[src/rtl/lkd_pkg.sv]
package lkd_pkg;
  localparam int CNT_W = 10;
  typedef enum logic { VERDICT_PASS = 1'b0, VERDICT_FAIL = 1'b1 } verdict_t;
endpackage

[src/rtl/lkd_judge.sv]
module lkd_judge
  import lkd_pkg::*;
#(
  parameter int ERR_W = 10
) (
  input  logic [ERR_W-1:0] mag,
  input  logic [ERR_W-1:0] delay,
  input  logic [ERR_W-1:0] limit,
  output verdict_t         verdict
);
  localparam int SUM_W = ERR_W + 1;
  logic [SUM_W-1:0] total;

  always_comb begin
    total   = SUM_W'(mag) + SUM_W'(delay);
    verdict = (total > SUM_W'(limit)) ? VERDICT_FAIL : VERDICT_PASS;
  end

  always_comb begin
    if (verdict == VERDICT_PASS)
      assert_pass_in_tol_R2: assert (({1'b0, mag} + {1'b0, delay}) <= {1'b0, limit});
  end
endmodule

[src/rtl/lkd_tally.sv]
module lkd_tally
  import lkd_pkg::*;
(
  input  logic             clk,
  input  logic             rst_n,
  input  logic             strobe,
  input  verdict_t         verdict,
  input  logic [CNT_W-1:0] pass_thr,
  input  logic [CNT_W-1:0] fail_thr,
  output logic             locked
);
  logic [CNT_W-1:0] pass_cnt, fail_cnt;
  logic [CNT_W-1:0] pass_lim, fail_lim;
  logic [CNT_W:0]   pass_nxt, fail_nxt;
  logic             pass_hit, fail_hit;

  always_comb begin
    pass_lim = (pass_thr == '0) ? CNT_W'(1) : pass_thr;
    fail_lim = (fail_thr == '0) ? CNT_W'(1) : fail_thr;
    pass_nxt = {1'b0, pass_cnt} + 1'b1;
    fail_nxt = {1'b0, fail_cnt} + 1'b1;
    pass_hit = pass_nxt >= {1'b0, pass_lim};
    fail_hit = fail_nxt >= {1'b0, fail_lim};
  end

  always_ff @(posedge clk) begin
    if (!rst_n) begin
      pass_cnt <= '0;
      fail_cnt <= '0;
      locked   <= 1'b0;
    end else if (strobe) begin
      if (verdict == VERDICT_FAIL) begin
        pass_cnt <= '0;
        if (fail_hit) begin
          fail_cnt <= fail_lim;
          locked   <= 1'b0;
        end else begin
          fail_cnt <= fail_nxt[CNT_W-1:0];
        end
      end else begin
        if (pass_hit) begin
          pass_cnt <= pass_lim;
          fail_cnt <= '0;
          locked   <= 1'b1;
        end else begin
          pass_cnt <= pass_nxt[CNT_W-1:0];
        end
      end
    end
  end

  assert_unlock_at_limit_R5: assert property (@(posedge clk) disable iff (!rst_n)
    (strobe && verdict == VERDICT_FAIL && fail_hit) |=> !locked);
  assert_lock_at_limit_R3: assert property (@(posedge clk) disable iff (!rst_n)
    (strobe && verdict == VERDICT_PASS && pass_hit) |=> locked);
  assert_fail_clear_R4: assert property (@(posedge clk) disable iff (!rst_n)
    (strobe && verdict == VERDICT_PASS && pass_hit) |=> (fail_cnt == '0));
  assert_pass_clear_R6: assert property (@(posedge clk) disable iff (!rst_n)
    (strobe && verdict == VERDICT_FAIL) |=> (pass_cnt == '0));
  assert_idle_hold_R8: assert property (@(posedge clk) disable iff (!rst_n)
    !strobe |=> ($stable(locked) && $stable(pass_cnt) && $stable(fail_cnt)));
endmodule

[src/rtl/lkd_ref_watch.sv]
module lkd_ref_watch #(
  parameter int TO_W = 16
) (
  input  logic            clk,
  input  logic            rst_n,
  input  logic            strobe,
  input  logic [TO_W-1:0] timeout,
  output logic            ref_alive
);
  logic [TO_W-1:0] idle_cnt;
  logic [TO_W-1:0] to_lim;
  logic            stale;

  always_comb begin
    to_lim    = (timeout == '0) ? TO_W'(1) : timeout;
    stale     = idle_cnt >= to_lim;
    ref_alive = !stale;
  end

  always_ff @(posedge clk) begin
    if (!rst_n)
      idle_cnt <= '0;
    else if (strobe)
      idle_cnt <= '0;
    else if (!stale)
      idle_cnt <= idle_cnt + 1'b1;
  end

  assert_strobe_revives_R10: assert property (@(posedge clk) disable iff (!rst_n)
    strobe |=> ref_alive);
  assert_idle_counts_R10: assert property (@(posedge clk) disable iff (!rst_n)
    (!strobe && !stale) |=> (idle_cnt == $past(idle_cnt) + 1'b1));
endmodule

[src/rtl/lkd_route.sv]
module lkd_route #(
  parameter int NPIN = 4,
  localparam int SEL_W = $clog2(NPIN)
) (
  input  logic             clk,
  input  logic             rst_n,
  input  logic             flag,
  input  logic [SEL_W-1:0] sel,
  output logic [NPIN-1:0]  pins
);
  for (genvar i = 0; i < NPIN; i++) begin : g_pin
    assign pins[i] = flag && (sel == SEL_W'(i));
  end

  assert_onehot_pins_R11: assert property (@(posedge clk) disable iff (!rst_n)
    $onehot0(pins));
endmodule

[src/rtl/pll_lock_detect.sv]
module pll_lock_detect
  import lkd_pkg::*;
#(
  parameter int TO_W  = 16,
  parameter int NPIN  = 4,
  localparam int SEL_W = $clog2(NPIN)
) (
  input  logic             clk,
  input  logic             rst_n,
  input  logic             err_valid,
  output logic             err_ready,
  input  logic [CNT_W-1:0] err_mag,
  input  logic [CNT_W-1:0] det_delay,
  input  logic [CNT_W-1:0] tol,
  input  logic [CNT_W-1:0] pass_thr,
  input  logic [CNT_W-1:0] fail_thr,
  input  logic [TO_W-1:0]  ref_timeout,
  input  logic             cp_in_window,
  input  logic [SEL_W-1:0] route_sel,
  output logic             dig_lock,
  output logic             comb_lock,
  output logic [NPIN-1:0]  lock_pin
);
  verdict_t verdict;
  logic     strobe;
  logic     ref_alive;

  assign err_ready = 1'b1;
  assign strobe    = err_valid && err_ready;

  lkd_judge #(.ERR_W(CNT_W)) u_judge (
    .mag(err_mag), .delay(det_delay), .limit(tol), .verdict(verdict)
  );

  lkd_tally u_tally (
    .clk(clk), .rst_n(rst_n), .strobe(strobe), .verdict(verdict),
    .pass_thr(pass_thr), .fail_thr(fail_thr), .locked(dig_lock)
  );

  lkd_ref_watch #(.TO_W(TO_W)) u_watch (
    .clk(clk), .rst_n(rst_n), .strobe(strobe), .timeout(ref_timeout),
    .ref_alive(ref_alive)
  );

  assign comb_lock = dig_lock && cp_in_window && ref_alive;

  lkd_route #(.NPIN(NPIN)) u_route (
    .clk(clk), .rst_n(rst_n), .flag(comb_lock), .sel(route_sel), .pins(lock_pin)
  );

  assert_comb_needs_dig_R9: assert property (@(posedge clk) disable iff (!rst_n)
    comb_lock |-> (dig_lock && cp_in_window));
  assert_reset_low_R1: assert property (@(posedge clk)
    !rst_n |=> (!dig_lock && lock_pin == '0));
endmodule

[config.mk]
export PLATFORM = sky130hd
export DESIGN_NAME = pll_lock_detect
export DESIGN_NICKNAME = d
export VERILOG_FILES = /design/src/rtl/lkd_pkg.sv /design/src/rtl/lkd_judge.sv /design/src/rtl/lkd_tally.sv /design/src/rtl/lkd_ref_watch.sv /design/src/rtl/lkd_route.sv /design/src/rtl/pll_lock_detect.sv
export SDC_FILE = /design/constraint.sdc
export NUM_CORES = 1
export LEC_CHECK = 0
export ABC_AREA = 1
export BUFFER_PORTS_ARGS = -buffer_cell sky130_fd_sc_hd__buf_4
export CAP_MARGIN = 40
export CORE_MARGIN = 2
export CORE_UTILIZATION = 41
export CTS_CLUSTER_DIAMETER = 200
export DETAILED_ROUTE_END_ITERATION = 16
export PLACE_DENSITY_LB_ADDON = 0.2
export SYNTH_ARGS = -nofsm -noshare
export SYNTH_HDL_FRONTEND = slang
export SYNTH_SLANG_ARGS = --single-unit
[constraint.sdc]
create_clock -name clk -period 5 [get_ports clk]
set_input_delay 1.25 -clock clk [delete_from_list [all_inputs] [get_ports clk]]
set_output_delay 1.25 -clock clk [all_outputs]
set_load 0.005 [all_outputs]
# --- Yosys cells after proc, flatten, opt, wreduce, memory -nomap -nowiden ---
# Index checks and enable logic that the tools add are counted.
word_totals:
  word_cells: 44
  reg_bits: 37
  output_inout_bits: 7
classes:
  bitwise_logic: 1
  n_reduce_logical: 15
  mux: 12
  add_sub_neg: 4
  n_eq_ne: 4
  magnitude_cmp: 4
op_table:
  columns: ["op", "n"]
  rows:
  - ["two-way mux 10 bit", 7]
  - ["adder 10 x 1 -> 11 bit, second input constant", 2]
  - [">= comparator 11 x 10 -> 1 bit", 2]
  - ["zero test 10 bit", 2]
  - ["adder 16 x 1 -> 16 bit, second input constant", 1]
  - [">= comparator 16 bit", 1]
  - ["zero test 16 bit", 1]
  - ["two-way mux 16 bit", 1]
  - ["adder 10 x 10 -> 11 bit", 1]
  - ["greater-than comparator 11 x 10 -> 1 bit", 1]
  - ["logical AND 1 bit", 6]
  - ["== test 2 bit, second input constant", 2]
  - ["two-way mux 1 bit", 4]
  - ["AND reduction 3 bit", 1]
  - ["== test 2 x 1 -> 1 bit, second input constant", 1]
  - ["zero test 2 bit", 1]
  - ["inequality test 2 x 1 -> 1 bit, second input constant", 1]
  - ["AND reduction 2 bit", 1]
  - ["nonzero test 2 bit", 1]
  - ["OR reduction 2 bit", 1]
  - ["zero test 1 bit", 1]
  - ["inverter 1 bit", 1]

# --- Longest topological paths before layout ---
# Gate-level depths: netlist of the first run.
depth:
  word_depth: 6
  mapped_depth: 22
  mapped_depth_nobuf: 22

# --- By module ---
# A second synthesis of the first run with hierarchy kept.
hier_totals:
  hier_cells: 697
  hier_area_um2: 4297.9
by_module_without_submodules:
  columns: ["mod", "area_per_inst_um2", "n_inst", "cells_per_inst", "seq_area_each_um2"]
  rows:
  - ["lkd_tally", 2075.7, 1, 343, 420.4]
  - ["lkd_ref_watch", 1438.9, 1, 224, 320.3]
  - ["lkd_judge", 728.2, 1, 117, 0.0]
  - ["lkd_route", 30.0, 1, 8, 0.0]
  - ["pll_lock_detect", 25.0, 1, 5, 0.0]

# --- Least setup slack after synthesis of the first run ---
# Ideal clock, no wire load.
synth_path:
  kind: "input port to output port"
  from: "in ref_timeout[9]"
  to: "out lock_pin[0]"
  arrival_time_ns: 2.837
  setup_slack_ns: 0.913
  path_stages: 13
  path_cell_list: "nor4_1 > a41o_1 > ha_1 > inv_1 > a21oi_1 > o21ai_0 > nand2_1 > o211ai_1 > nand2_1 > nand3_1 > inv_1 > nand3_1 > nor3_1"
synth_between:
  elab_chain_len: 6
synth_lines:
  columns: ["item", "line", "text"]
  rows:
  - ["start: declaration", "pll_lock_detect.sv:17", "input logic [TO_W-1:0] ref_timeout,"]
  - ["zero test 16 bit", "lkd_ref_watch.sv:15", "to_lim = (timeout == '0) ? TO_W'(1) : timeout;"]
  - ["two-way mux 16 bit *", "lkd_ref_watch.sv:15", null]
  - [">= comparator 16 bit *", "lkd_ref_watch.sv:16", "stale = idle_cnt >= to_lim;"]
  - ["zero test 1 bit *", "lkd_ref_watch.sv:17", "ref_alive = !stale;"]
  - ["logical AND 1 bit *", "pll_lock_detect.sv:45", "assign comb_lock = dig_lock && cp_in_window && ref_alive;"]
  - ["logical AND 1 bit *", "lkd_route.sv:12", "assign pins[i] = flag && (sel == SEL_W'(i));"]
  - ["end: declaration", "pll_lock_detect.sv:22", "output logic [NPIN-1:0] lock_pin"]
# Every way passes the cells marked *; elsewhere a longest branch is shown, timed or not.

# --- Worst setup path in the final report of the first run ---
layout_path:
  from: "in ref_timeout[13]"
  to: "out lock_pin[2]"
# Same word-level chain as after synthesis.

==> impl_metrics.yaml, run 1 <==
clock_tree:
  post_cts_buffers: 0
  clkLatencyLatePin_ns: 0.28
  path_clk_slew_ns: 0.07
  clk_path_buf_depth: 2
  htreeDepth: 2
  cts.sinks: 37
  numCtsBuffers: 5
  root_buffer: "clkbuf_8"
  tritoncts: "yes"
floorplan:
  start_util_pct: 42.3
  fp.dieW_um: 102
  coreArea_um2: 9280
  fp.dieH_um: 102
  ioPinCount: 79
  rows: 35
  die_area_um2: 10400
pwr:
  vdd_drop_max_uv: 93.0
  power_density_nw_per_um2: 159
  power_leakage_nw: 2.45
layout:
  drive_gt1_share_pct: 14.1
  area_growth_pct: 20.3
  final_nets: 826
  final_cell_mix: "nand2_1 (132), inv_1 (125), buf_4 (79), ha_1 (59), nor2_1 (49)"
  antennaDiodeCount: 0
  final_common_cell: "nand2_1"
  utilization_pct: 50.9
yosys:
  postSynthCellCount: 617
  synth_area_leaders: "dfxtp_1 (19%), ha_1 (19%), nand2_1 (13%)"
  synth_top_cell_by_area: "dfxtp_1"
  ys_types: 39
  ys.flop_type: "dfxtp_1"
  yosysSeqAreaShare_pct: 18.8
  syn_nets: 749
  yosysWarnings: 0
  syn_area_um2: 3930
  async_reset_ff_share_pct: 0
  synth_edf_count: 0
  syn_avg_cell_area_um2: 6.37
  synth_seq_cells: 37
  synth_top_area_share_pct: 18.8
timing:
  period_share_pct: 92.0
  max_freq_ghz: 0.217
  period_minus_slack_ns: 4.60
  rsz0062_at_grt: "false"
  finalSetupViolations: 0
  hold_viol: 0
  worstMarginPinSlew_ns: 0.558
  report.final.slew_viol_count: 0
  finalSetupTns_ns: 0
  holdWs_ns: 0.488
  fin_skew_ns: 0.00470
  relSlewSlack_pct: 62.8
grt:
  grt_overflow: 0
  grt_pass1_vias: 3822
  grt_max_degree: 24
  antenna_found_initial: 0
  grt_pass1_wl_um: 15600
  track_usage_pct: 17.9
detailed_routing:
  first_pass_iters: 4
  drc: 0
  vias: 3965
  vias_per_cell: 4.82
  wirelength_um: 8810
  avgRoutedWirePerCell_um: 10.7
  initialDrtViolationCount: 127
  drtAntennaViolNets: 0
min_path:
  hp-class: "reg -> reg"
  holdPathEnd: "u_tally.fail_cnt[8]"
  hold_start: "u_tally.fail_cnt[8]"
  hold_depth: 2
setup_path:
  start_kind: "input pin"
  crit_arrival_ns: 3.35
  worstPathMaxFanout: 8
  r2r-end: "u_tally.fail_cnt[4]"
  ff2ff_path_depth: 17
  ff2ff_setup_slack_ns: 1.64
  critPathRequiredTime_ns: 3.75
  path_class: "in -> out"
  timing.rr.start: "u_tally.pass_cnt[2]"
  critPathCaptureType: "primary output"
placement:
  port_buffers: 77
  hpwl_um: 7470
  gp_congestion: 0.901
run_status:
  status: "complete, no violations"
run:
  maxCapViolCount: 0
-- flip-flops by register name, indices dropped and copies added, names as in the netlist --
signal / count
u_watch.idle_cnt: 16
u_tally.locked: 1
u_tally.fail_cnt: 10
u_tally.pass_cnt: 10
-- critical path, cell delays in order --
cell,delay [ns]
buf_4,0.12
nor4_2,0.33
a41o_1,0.22
ha_1,0.13
inv_1,0.04
a21oi_1,0.12
o21ai_0,0.09
nand2_1,0.06
o211ai_1,0.07
nand2_1,0.06
nand3_1,0.08
inv_1,0.23
nand3_1,0.21
nor3_1,0.19
buf_4,0.14
-- layout make-up --
cell class / instances / area [µm²]
sequential: 37 / 741
inverter: 125 / 469
tap: 129 / 161
timing repair buffer: 79 / 593
multi-input combinational: 446 / 2680
clock buffer: 7 / 86.3
fill: 945 / 4560
-- layer usage --
layer	GRT usage (%)	routed length (µm)	up-vias
li1	-	-	2160
met4	4.10	118	0
met1	22.6	4220	1719
met5	0	0	-
met2	32.4	4160	76
met3	2.39	314	10
-- repair_timing --
item	in CTS	in global routing
hold endpoints to repair	0	0
endpoints found under the setup margin	0	1
resized for setup	0	1
hold buffers	0	0
-- how the worst max path moves through the flow --
| stage | slack [ns] | end | startpoint | depth (start not counted) |
|---|---|---|---|---|
| 4_1_cts | 0.32 | lock_pin[2] | ref_timeout[13] | 15 |
| 3_3_place_gp | 0.42 | lock_pin[0] | ref_timeout[13] | 15 |
| 5_1_grt | 0.10 | lock_pin[2] | ref_timeout[13] | 15 |
| 3_5_place_dp | 0.32 | lock_pin[2] | ref_timeout[13] | 15 |
| 6_report | 0.40 | lock_pin[2] | ref_timeout[13] | 15 |
| 2_1_floorplan | 0.91 | lock_pin[0] | ref_timeout[9] | 13 |
-- power breakdown --
part / internal [mW] / leakage, nW / switching (mW)
Sequential: 0.299 / 0.299 / 0.00739
Clock: 0.109 / 0.0443 / 0.101
Combinational: 0.107 / 2.11 / 0.128
-- synth_stat cells (all sizes together), types with 3 or more instances --
cell,instances
nand2,137
inv,125
ha,59
nor2,51
a21oi,46
dfxtp,37
o21ai,31
nand3,29
nor3,21
xor2,20
nand4,14
o22ai,8
nor4,7
buf,5
clkbuf,4
and3,3
nor3b,3
o21a,3
-- through the flow --
step                cell area [µm²]  instances  total power, mW  setup WS [ns]
finish                         4730        823            0.752          0.398
global route                   4730        823            0.810          0.101
CTS                            4720        823            0.760          0.315
detailed placement             4640        816            0.549          0.318
global placement               4630        815            0.544          0.421
floorplan                      3930        617            0.466          0.913
-- kinds of logic after synthesis --
logic type | after synthesis | synth area share, %
xor+xnor | 21 | 4.68
fa+ha+maj | 60 | 19.3
buf+inv | 134 | 13.2
simple gates | 266 | 29.8
flops | 37 | 18.8
other cells | 1 | 0.0954
compound gates | 98 | 14.1
No activity file was read; power rests on OpenSTA's default activity.
==> inputs of run 2 (changes only) <==
--- a/config.mk
+++ b/config.mk
@@ -17,2 +17,3 @@
 export SYNTH_HDL_FRONTEND = slang
+export SYNTH_HIERARCHICAL = 1
 export SYNTH_SLANG_ARGS = --single-unit
==> constraint.sdc (replaced) <==
create_clock -name clk -period 5 [get_ports clk]
set_input_delay 0.25 -clock clk [delete_from_list [all_inputs] [get_ports clk]]
set_output_delay 0.25 -clock clk [all_outputs]
set_load 0.005 [all_outputs]
==> run 2 against run 1 <==
  * Wire length grew 13%
  * Worst hold slack lost 0.19 ns
  * Cell area grew 7.5%
  * Die area grew 9.0%
  * Sequential power is essentially flat
  * First-iteration DRC count grew 19%
  * Synthesized area grew 9.4%
  * Utilization shrank 1.3 points
  * Clock skew grew 0.0030 ns
  * Largest cell class unchanged
==> impl_metrics.yaml, run 2 <==
floorplan:
  fp.dieW_um: 106
  fp.dieH_um: 106
  die_area_um2: 11300
  start_util_pct: 42.0
  coreArea_um2: 10200
  ioPinCount: 79
  rows: 37
detailed_routing:
  wirelength_um: 9940
  avgRoutedWirePerCell_um: 11.0
  vias: 4412
  initialDrtViolationCount: 151
  vias_per_cell: 4.88
  drtAntennaViolNets: 0
  first_pass_iters: 5
  drc: 0
setup_path:
  start_kind: "flip-flop"
  r2r-end: "u_tally/fail_cnt[9]"
  critical_path.most_common_cell: "nand2_1"
  timing.rr.start: "u_tally/fail_cnt[0]"
  cp.depth: 17
  crit_end: "u_tally/fail_cnt[9]"
  worstPathCellList: "ha_1, nand3_2, nor2_4, nand3_1, xor2_1, inv_1, ha_1, nand2_1, nor2_1, nand3_1, nand2_1, a21oi_2, nand2_1, nand2_1, nand2_1, nand2_1, a21oi_1"
  critPathRequiredTime_ns: 5.15
  slowest_delay_ns: 0.49
  ff2ff_setup_slack_ns: 1.79
  cpLargestDelayFamily: "simple AND/OR/NAND/NOR gates"
  cp_slowest_cell: "dfxtp_1"
  cp-startpoint: "u_tally/fail_cnt[0]"
  path_class: "reg -> reg"
  ff2ff_path_depth: 17
  worstPathMaxFanout: 11
  critPathCaptureType: "flip-flop"
  crit_buf_inv: 1
  crit_arrival_ns: 3.37
clock_tree:
  clk_path_buf_depth: 2
  numCtsBuffers: 5
  path_clk_slew_ns: 0.08
  tritoncts: "yes"
  post_cts_buffers: 0
  cts_hold_buf: 0
  htreeDepth: 2
  postCtsResizedCells: 0
  clkLatencyLatePin_ns: 0.29
  cts.sinks: 37
  root_buffer: "clkbuf_8"
layout:
  final_nets: 900
  final_common_cell: "nand2_1"
  final_cell_mix: "nand2_1 (187), inv_1 (122), buf_4 (77), nand3_1 (72), ha_1 (59)"
  fillCellCount: 1059
  largestRegisters: "u_watch/idle_cnt x16, u_tally/fail_cnt x10, u_tally/pass_cnt x10"
  antennaDiodeCount: 0
  drive_gt1_share_pct: 14.7
  area_growth_pct: 18.3
  regArea_um2: 741
  regMostFlops: "u_watch/idle_cnt"
  finalInstanceArea_um2: 5080
  utilization_pct: 49.7
  largest_reg_flops: 16
  multi_input_area_um2: 3000
placement:
  gp_congestion: 0.839
  pre_cts_ws_ns: 1.65
  port_buffers: 77
  postPlaceCellArea_um2: 4960
  hpwl_um: 8340
yosys:
  syn_avg_cell_area_um2: 6.17
  ys.flop_type: "dfxtp_1"
  syn_nets: 829
  syn_area_um2: 4300
  synth_edf_count: 0
  synth_top_cell_by_area: "dfxtp_1"
  yosysWarnings: 6
  async_reset_ff_share_pct: 0
  synth_most_common_cell: "nand2_1"
  yosysSeqAreaShare_pct: 17.2
  yosys-top-cells-count: "nand2_1 (187), inv_1 (122), nand3_1 (72), ha_1 (59), nor2_1 (55)"
  postSynthCellCount: 697
  synth_area_leaders: "dfxtp_1 (17%), ha_1 (17%), nand2_1 (16%)"
  synth_top_area_share_pct: 17.2
  synth_seq_cells: 37
  ys_types: 38
timing:
  fin_skew_ns: 0.00767
  layout_setup_ws_ns: 1.79
  period_minus_slack_ns: 3.21
  finalSetupViolations: 0
  relSlewSlack_pct: 52.4
  finalSetupTns_ns: 0
  rsz0062_at_grt: "false"
  report.final.slew_viol_count: 0
  hold_viol: 0
  period_share_pct: 64.3
  max_freq_ghz: 0.311
  worstMarginPinSlew_ns: 0.712
grt:
  track_usage_pct: 18.5
  grt_overflow: 0
  grt_pass1_vias: 4250
  grt_max_degree: 22
  antenna_found_initial: 0
  grt_pass1_wl_um: 17800
pwr:
  vdd_drop_max_uv: 95.6
  power_leakage_nw: 2.74
  total_power_mw: 0.810
  power_density_nw_per_um2: 159
min_path:
  hp-class: "in -> reg"
  hold_start: "err_valid"
run_status:
  status: "complete, no violations"
run:
  maxCapViolCount: 0
run 2: cell count changes in the layout (fill, tap and decap cells not counted), moves of 5 or more:
cell	change
nand2_1	+55
nand3_1	+45
o21ai_0	-22
nor3_1	-17
a21oi_1	+9
o22ai_1	-8
nor2_1	+6
nor4_1	-5
run 2: per-stage QoR:
stage / std cells / hold slack, ns
final: 905 / 0.298
after global routing: 905 / 0.318
after CTS: 905 / 0.296
after detailed placement: 897 / 0.488
after global placement: 897 / 0.487
after floorplan: 697 / 0.397
run 2: routing by layer:
metal  vias to the layer above  wire (µm)  track usage [%]
li1                       2368          -                -
met1                      1948       4680             23.5
met2                        90       4840             32.9
met3                         6        350             2.39
met4                         0         74             4.32
met5                         -          0                0
run 2: report_power, final:
group / switching [mW] / leakage (nW) / internal (mW)
combinational: 0.129 / 2.38 / 0.105
clock: 0.107 / 0.0574 / 0.162
sequential: 0.00794 / 0.299 / 0.299
total: 0.244 / 2.74 / 0.566
run 2: layout make-up:
class / count / area share, %
multi-input combinational: 521 / 59.0
clock buffer: 6 / 1.62
timing repair buffer: 77 / 11.4
inverter: 126 / 9.31
sequential: 37 / 14.6
tap: 136 / 3.35
clock inverter: 2 / 0.739
run 2: worst min-delay path by stage:
stage | to | slack (ns) | cells after the start
finish | u_watch/idle_cnt[1] | 0.30 | 4
global placement | u_tally/fail_cnt[9] | 0.49 | 2
detailed placement | u_tally/fail_cnt[9] | 0.49 | 2
floorplan | u_tally/fail_cnt[3] | 0.40 | 2
global route | u_watch/idle_cnt[11] | 0.32 | 4
CTS | u_tally/locked | 0.30 | 4
run 2: cells by family (layout without fill, tap and decap cells):
| group | Yosys count | after routing | synth area share [%] |
|---|---|---|---|
| and+or+nand+nor | 361 | 361 | 37.3 |
| buffers and inverters | 139 | 211 | 13.0 |
| AOI/OAI and AO/OA | 76 | 76 | 10.1 |
| adders and majority gates | 60 | 60 | 17.6 |
| DFF | 37 | 37 | 17.2 |
| xor gates and xnor gates | 23 | 23 | 4.69 |
| other | 1 | 1 | 0.0873 |
run 2: worst reg2reg max path, cell delays in order, from the launching register on:
cell and delay (ns):
dfxtp_1 0.49, ha_1 0.26, nand3_2 0.13, nor2_4 0.15
nand3_1 0.11, xor2_1 0.20, inv_1 0.07, ha_1 0.32
nand2_1 0.11, nor2_1 0.05, nand3_1 0.08, nand2_1 0.06
a21oi_2 0.39, nand2_1 0.35, nand2_1 0.15, nand2_1 0.06
nand2_1 0.05, a21oi_1 0.06
